**src/rtl/bto_pkg.sv**
```systemverilog
package bto_pkg;

    typedef logic [1:0] lim_code_t;

    typedef enum logic [1:0] {
        ST_IDLE  = 2'd0,
        ST_WAIT  = 2'd1,
        ST_DONE  = 2'd2,
        ST_FAULT = 2'd3
    } mon_state_t;

    typedef struct packed {
        logic      en;
        lim_code_t code;
    } mon_cfg_t;

    // Counter width able to hold the longest window.
    function automatic int unsigned cnt_width(input int unsigned base);
        return $clog2(base + 1);
    endfunction

    // Window length for a select code: halves as the code rises.
    function automatic int unsigned window_of(input int unsigned base, input int unsigned code);
        return base >> code;
    endfunction

endpackage

```
**src/rtl/bto_limit_sel.sv**
```systemverilog
module bto_limit_sel
    import bto_pkg::*;
#(
    parameter int unsigned BASE_LIMIT = 64,
    parameter int unsigned CNT_W      = 7
) (
    input  lim_code_t          code,
    output logic [CNT_W-1:0]   limit
);
    localparam int unsigned N_CODES = 1 << $bits(lim_code_t);

    logic [CNT_W-1:0] table_q [N_CODES];

    for (genvar i = 0; i < N_CODES; i++) begin : g_tbl
        assign table_q[i] = CNT_W'(window_of(BASE_LIMIT, i));
    end

    assign limit = table_q[code];
endmodule

```
**src/rtl/bto_cfg_latch.sv**
```systemverilog
module bto_cfg_latch
    import bto_pkg::*;
(
    input  logic     clk,
    input  logic     rst,
    input  logic     start,
    input  mon_cfg_t live_cfg,
    output mon_cfg_t eff_cfg
);
    mon_cfg_t held_q;

    always_ff @(posedge clk) begin
        if (rst) begin
            held_q <= '0;
        end else if (start) begin
            held_q <= live_cfg;
        end
    end

    // On the first edge the live settings apply; afterwards the captured ones.
    assign eff_cfg = start ? live_cfg : held_q;
endmodule

```
**src/rtl/bto_cycle_counter.sv**
```systemverilog
module bto_cycle_counter #(
    parameter int unsigned CNT_W = 7
) (
    input  logic             clk,
    input  logic             rst,
    input  logic             start,
    input  logic             advance,
    input  logic [CNT_W-1:0] limit,
    output logic             reach
);
    localparam logic [CNT_W-1:0] CNT_MAX = '1;
    localparam logic [CNT_W-1:0] CNT_ONE = CNT_W'(1);

    logic [CNT_W-1:0] cnt_q;
    logic [CNT_W:0]   cnt_inc;

    assign cnt_inc = {1'b0, cnt_q} + (CNT_W+1)'(1);

    always_ff @(posedge clk) begin
        if (rst) begin
            cnt_q <= '0;
        end else if (start) begin
            cnt_q <= CNT_ONE;
        end else if (advance && cnt_q != CNT_MAX) begin
            cnt_q <= cnt_inc[CNT_W-1:0];
        end
    end

    // True when the edge now being sampled is the limit-th edge of the cycle (or later).
    always_comb begin
        if (start) begin
            reach = (limit <= CNT_ONE);
        end else begin
            reach = (cnt_inc >= {1'b0, limit});
        end
    end
endmodule

```
**src/rtl/bto_fsm.sv**
```systemverilog
module bto_fsm
    import bto_pkg::*;
(
    input  logic       clk,
    input  logic       rst,
    input  logic       strobe,
    input  logic       ack,
    input  logic       en,
    input  logic       reach,
    output logic       start,
    output logic       advance,
    output mon_state_t state
);
    mon_state_t state_q, state_d;

    assign start   = (state_q == ST_IDLE) && strobe;
    assign advance = (state_q == ST_WAIT) && strobe && !ack;
    assign state   = state_q;

    always_comb begin
        state_d = state_q;
        unique case (state_q)
            ST_IDLE: begin
                if (strobe) begin
                    if (ack)              state_d = ST_DONE;
                    else if (en && reach) state_d = ST_FAULT;
                    else                  state_d = ST_WAIT;
                end
            end
            ST_WAIT: begin
                if (!strobe)              state_d = ST_IDLE;
                else if (ack)             state_d = ST_DONE;
                else if (en && reach)     state_d = ST_FAULT;
            end
            ST_DONE: begin
                if (!strobe)              state_d = ST_IDLE;
            end
            ST_FAULT: begin
                if (!strobe)              state_d = ST_IDLE;
            end
            default:                      state_d = ST_IDLE;
        endcase
    end

    always_ff @(posedge clk) begin
        if (rst) state_q <= ST_IDLE;
        else     state_q <= state_d;
    end
endmodule

```
**src/rtl/bus_timeout_monitor.sv**
```systemverilog
module bus_timeout_monitor
    import bto_pkg::*;
#(
    parameter int unsigned BASE_LIMIT = 64
) (
    input  logic       clk,
    input  logic       rst,
    input  logic       cyc_strobe,
    input  logic       data_ack,
    input  logic       vec_ack,
    input  logic       mon_en,
    input  logic [1:0] lim_sel,
    output logic       bus_err_n
);
    localparam int unsigned CNT_W = cnt_width(BASE_LIMIT);

    logic             any_ack;
    logic             start;
    logic             advance;
    logic             reach;
    logic [CNT_W-1:0] limit_eff;
    logic             eff_en;
    mon_cfg_t         live_cfg;
    mon_cfg_t         eff_cfg;
    mon_state_t       state;

    assign any_ack  = data_ack | vec_ack;
    assign live_cfg = '{en: mon_en, code: lim_sel};
    assign eff_en   = eff_cfg.en;

    bto_cfg_latch u_cfg (
        .clk      (clk),
        .rst      (rst),
        .start    (start),
        .live_cfg (live_cfg),
        .eff_cfg  (eff_cfg)
    );

    bto_limit_sel #(
        .BASE_LIMIT (BASE_LIMIT),
        .CNT_W      (CNT_W)
    ) u_lim (
        .code  (eff_cfg.code),
        .limit (limit_eff)
    );

    bto_cycle_counter #(
        .CNT_W (CNT_W)
    ) u_cnt (
        .clk     (clk),
        .rst     (rst),
        .start   (start),
        .advance (advance),
        .limit   (limit_eff),
        .reach   (reach)
    );

    bto_fsm u_fsm (
        .clk     (clk),
        .rst     (rst),
        .strobe  (cyc_strobe),
        .ack     (any_ack),
        .en      (eff_en),
        .reach   (reach),
        .start   (start),
        .advance (advance),
        .state   (state)
    );

    assign bus_err_n = (state != ST_FAULT);
endmodule

```
**config.mk**
```make
export PLATFORM = sky130hd
export DESIGN_NAME = bus_timeout_monitor
export DESIGN_NICKNAME = d
export VERILOG_FILES = /design/src/rtl/bto_pkg.sv /design/src/rtl/bto_limit_sel.sv /design/src/rtl/bto_cfg_latch.sv /design/src/rtl/bto_cycle_counter.sv /design/src/rtl/bto_fsm.sv /design/src/rtl/bus_timeout_monitor.sv
export SDC_FILE = /design/constraint.sdc
export NUM_CORES = 1
export LEC_CHECK = 0
export BUFFER_PORTS_ARGS = -buffer_cell sky130_fd_sc_hd__buf_4
export CAP_MARGIN = 0
export CORE_ASPECT_RATIO = 0.9
export CORE_MARGIN = 4
export CORE_UTILIZATION = 35
export DETAILED_ROUTE_END_ITERATION = 6
export GPL_ROUTABILITY_DRIVEN = 0
export GPL_TIMING_DRIVEN = 0
export SYNTH_ARGS = -nofsm -noshare
export SYNTH_HDL_FRONTEND = slang
export SYNTH_HIERARCHICAL = 1
export SYNTH_SLANG_ARGS = --single-unit
```
**constraint.sdc**
```tcl
create_clock -name clk -period 6.35 [get_ports clk]
set_input_delay 1.27 -clock clk [delete_from_list [all_inputs] [get_ports clk]]
set_output_delay 1.27 -clock clk [all_outputs]
set_load 0.02 [all_outputs]
```
==> results.md <==
Outcome:
- The flow ran to the end, and the final reports show no timing, DRC or antenna violations.

Clocking:
- In this run, post-CTS hold repair placed 0 buffers.
- The clock tree buffer depth is 2.
- The number of clock sinks seen by CTS is 12.
- The number of clock buffers added by TritonCTS is 3.
- After clock tree synthesis, the repair step resized 0 gates.
- Clock latency on the worst-skew pair, taken at its later pin, is 0.27 ns.
- In this run the number of H-tree levels came out at 1.
- The setup fix buffers added after clock tree synthesis is 0.
- The CTS clock-pin slew for the worst setup and hold paths is roughly 0.08 ns.
- The clock tree from TritonCTS is done.
- In this run the clock root is driven by a sky130_fd_sc_hd__clkbuf_4.

Final layout:
- Of the cells placed in the final design, the portion with a size suffix greater than 1 is 0.272.
- The number of diodes added for antenna fixing is 0.
- Registers take 240 um^2.
- The combined area of the multi-input logic cells is 531 um^2.
- The net count of the finished layout is 120.
- From synthesis to final layout, the design area changed by 16.9%.
- The layout has about 240 filler cells.
- The final cell area excluding filler cells is 953 um^2.
- The utilization of the core after routing is 0.433.

Drt:
- After detailed routing, the number of remaining DRC violations is 0.
- After detailed routing, the average wire length per cell comes to 11.5 um.
- For this block, the via count after detailed routing is 636.
- Before antenna repair, the detailed router went through 4 iterations.
- The final wirelength is 1.49 mm.
- The detailed router's first-iteration violation count is 15.
- The number of nets still failing antenna checks after routing is 0.
- Dividing the detail-routed via count by the number of cells gives 4.89.

GRT:
- The met2 track utilization from global routing is 0.160.
- The initial antenna violation count came to 0.
- For this run, global-route usage on met1 was measured as 0.151.
- The layer flagged by global routing as most heavily used is met2.
- The via count of the first global-routing pass was 580.
- Across every metal layer, demand over resource in global routing totals 0.111.
- The first global-routing pass estimated 2.56 mm of wire.
- The largest net degree at the start of global routing is 9.
- The total grt overflow is 0.
- The met3 capacity usage during global routing is 0.0456.

Die:
- The region available for standard cell placement spans 0.00220 mm^2.
- The die is 53.8 um tall.
- In this run the core area contains 16 standard-cell rows.
- The effective utilization at floorplan is 0.370.
- The floorplan step set the die width to slightly below 60 um.
- 9 I/O pins were placed.
- The floorplan die area is 0.00317 mm^2.

STA:
- The post-route clock skew is around 0.008 ns.
- Setup violations remaining at the end of the flow were counted as 0.
- In the finished design, the share of the clock period the worst path needs comes to 0.596.
- Setup repair after global routing left no endpoint under its margin.
- For the pin with the worst max-slew slack, the measured transition is approximately 0.99 ns.
- The maximum clock rate is about 0.26 GHz.
- The number of max-slew violations in the final report is 0.
- The final hold violation count is 0.
- The hold slack is between 0.5 and 0.6 ns.
- The smallest clock period supported by the final layout is computed as 3.79 ns.
- The headroom to the max-slew limit is 0.338.
- The setup total negative slack is 0 ns.

Worst setup path:
- STA classifies the critical path endpoint as a register.
- Of all nets on the critical path, the largest fanout is 7.
- The number of cell instances on the worst register-to-register path is 11.
- For the worst setup path, the data arrival time is 3.95 ns.
- At the worst endpoint, the required time is 6.51 ns.
- The critical path start-end classification is in2reg.
- STA classifies the critical path startpoint as a primary input.

Placed design:
- The number of buffer cells added on primary ports is 8.
- The HPWL after detailed placement is 1.21 mm.
- The area after detailed placement is about 920 um^2.

Pwr:
- Of the total power, combinational logic draws 0.171.
- The switching power of the nets is 0.0000412 W.
- For this design the static power due to leakage is between 0.3 and 0.4 nW.
- The switching share of power is 0.243.
- The power density normalized to cell area is 178 mW/mm^2.
- Of the total power, the clock network draws 0.360.
- VDD sags by at most 0.000111 V.
- The internal cell power is 0.000128 W.
- Of the total power, registers draw 0.469.

Synthesis:
- Of all cell types, the one taking the most synthesized area is sky130_fd_sc_hd__dfxtp_1.
- The count of different cell masters after synthesis is 34.
- The Yosys step of the flow raised 6 warnings.
- The average cell area after synthesis is 9.17 um^2.
- Ranked by total cell area, the synthesized netlist is headed by sky130_fd_sc_hd__dfxtp_1, sky130_fd_sc_hd__ha_1, sky130_fd_sc_hd__o221a_2.
- The sequential fraction of the synthesis area is 0.294.
- The share of the synthesized area in the top cell type is 0.294.
- The synthesized design contains 12 register bits.
- Synthesis produced a netlist whose cell count is just under 90.
- After synthesis the cells add up to 816 um^2.

Hold path:
- The min-delay analysis places its worst path in the category reg2reg.
- The worst hold path was traced through 2 stages.

Run:
- The total of max-cap violations is 0.
## flip-flops by register name (all words and copies together) (netlist names)
signal	flops
u_fsm/state	2
u_cnt/cnt_q	7
u_cfg/held_q	3
## placed cells by master (no fill, tap or decap), types with 2 or more instances in the layout
cell type	Yosys	layout
sky130_fd_sc_hd__or2_1	2	2
sky130_fd_sc_hd__buf_4	3	11
sky130_fd_sc_hd__mux2_4	2	2
sky130_fd_sc_hd__inv_1	8	8
sky130_fd_sc_hd__o21ai_0	2	2
sky130_fd_sc_hd__nand3_1	3	3
sky130_fd_sc_hd__nand2_1	5	5
sky130_fd_sc_hd__dfxtp_1	12	12
sky130_fd_sc_hd__xnor2_1	3	3
sky130_fd_sc_hd__xor2_1	3	3
sky130_fd_sc_hd__a21oi_1	4	4
sky130_fd_sc_hd__nor2b_1	4	4
sky130_fd_sc_hd__a31oi_1	2	2
sky130_fd_sc_hd__o221a_2	3	3
sky130_fd_sc_hd__conb_1	1	3
sky130_fd_sc_hd__ha_1	8	8
sky130_fd_sc_hd__clkbuf_4	0	3
sky130_fd_sc_hd__nor3_1	2	2
sky130_fd_sc_hd__nor2_1	6	6
## final timing paths
| path | start | endpoint | slack, ns |
|---|---|---|---|
| worst max-delay path | cyc_strobe | u_fsm/state[1]$_SDFFE_PP0P_ | 2.56 |
| worst min-delay path | u_fsm/state[0]$_SDFFE_PP0P_ | u_fsm/state[0]$_SDFFE_PP0P_ | 0.51 |
| worst min register to register | u_fsm/state[0]$_SDFFE_PP0P_ | u_fsm/state[0]$_SDFFE_PP0P_ | 0.51 |
| worst max register to register | u_fsm/state[0]$_SDFFE_PP0P_ | u_fsm/state[1]$_SDFFE_PP0P_ | 3.28 |
## area by class of cell
class | count | share of cell area
well taps | 27 | 0.0354
multi-input cells | 68 | 0.556
flip-flops and latches | 12 | 0.252
repair buffers | 8 | 0.0630
inverters | 8 | 0.0315
plain buffers | 3 | 0.0236
clock buffers | 4 | 0.0381
## power groups by stage
stage	combinational [W]	clock (W)	sequential, W
4_1_cts	0.0000293	0.0000632	0.0000794
6_report	0.0000290	0.0000609	0.0000794
3_5_place_dp	0.0000290	0	0.0000812
2_1_floorplan	0.0000212	0	0.0000808
5_1_grt	0.0000335	0.0000654	0.0000798
3_3_place_gp	0.0000286	0	0.0000811
## metal layers
metal	share of wire	vias to the layer above
met4	0.0080	0
met2	0.44	12
li1	-	343
met3	0.051	2
met5	0	-
met1	0.50	279
## Yosys cell counts
cell type and instances:
sky130_fd_sc_hd__a211oi_1 1, sky130_fd_sc_hd__a21oi_1 4, sky130_fd_sc_hd__a21oi_2 1, sky130_fd_sc_hd__a22oi_1 1
sky130_fd_sc_hd__a311oi_1 1, sky130_fd_sc_hd__a31oi_1 2, sky130_fd_sc_hd__and2_2 1, sky130_fd_sc_hd__and2b_2 1
sky130_fd_sc_hd__and4bb_2 1, sky130_fd_sc_hd__buf_4 3, sky130_fd_sc_hd__conb_1 1, sky130_fd_sc_hd__dfxtp_1 12
sky130_fd_sc_hd__ha_1 8, sky130_fd_sc_hd__inv_1 8, sky130_fd_sc_hd__mux2_2 1, sky130_fd_sc_hd__mux2_4 2
sky130_fd_sc_hd__nand2_1 5, sky130_fd_sc_hd__nand2b_1 1, sky130_fd_sc_hd__nand3_1 3, sky130_fd_sc_hd__nand3_2 1
sky130_fd_sc_hd__nor2_1 6, sky130_fd_sc_hd__nor2b_1 4, sky130_fd_sc_hd__nor2b_4 1, sky130_fd_sc_hd__nor3_1 2
sky130_fd_sc_hd__nor3b_1 1, sky130_fd_sc_hd__nor4_1 1, sky130_fd_sc_hd__o2111a_1 1, sky130_fd_sc_hd__o21ai_0 2
sky130_fd_sc_hd__o221a_2 3, sky130_fd_sc_hd__o31ai_1 1, sky130_fd_sc_hd__o31ai_4 1, sky130_fd_sc_hd__or2_1 2
sky130_fd_sc_hd__xnor2_1 3, sky130_fd_sc_hd__xor2_1 3
## critical path, cell delays in order
cell                       delay [ns]
sky130_fd_sc_hd__buf_4           0.09
sky130_fd_sc_hd__nor3b_1         0.79
sky130_fd_sc_hd__mux2_2          0.46
sky130_fd_sc_hd__and2b_2         0.20
sky130_fd_sc_hd__inv_1           0.06
sky130_fd_sc_hd__ha_1            0.24
sky130_fd_sc_hd__a21oi_1         0.14
sky130_fd_sc_hd__nor2b_1         0.06
sky130_fd_sc_hd__a311oi_1        0.24
sky130_fd_sc_hd__a31oi_1         0.12
sky130_fd_sc_hd__a211oi_1        0.21
sky130_fd_sc_hd__nor2_1          0.06
## stage by stage
step | power [W] | instances | setup slack (ns)
after detailed placement | 0.000110 | 126 | 2.26
after floorplan | 0.000102 | 91 | 2.69
after CTS | 0.000172 | 130 | 2.54
final | 0.000169 | 130 | 2.56
after global placement | 0.000110 | 126 | 2.27
after global routing | 0.000179 | 130 | 2.25
## cells by family (layout without fill, tap and decap cells)
logic type,Yosys count,after routing,synth area share
AO/OA/AOI/OAI,18,18,0.183
XOR/XNOR,6,6,0.0644
adder cells (fa/ha/maj),8,8,0.123
buffers and inverters,11,23,0.0644
flip-flops,12,12,0.294
multiplexers,3,3,0.0506
other,1,3,0.00460
AND/OR/NAND/NOR,30,30,0.216
Note: power is estimated with default switching activity, not from simulation.
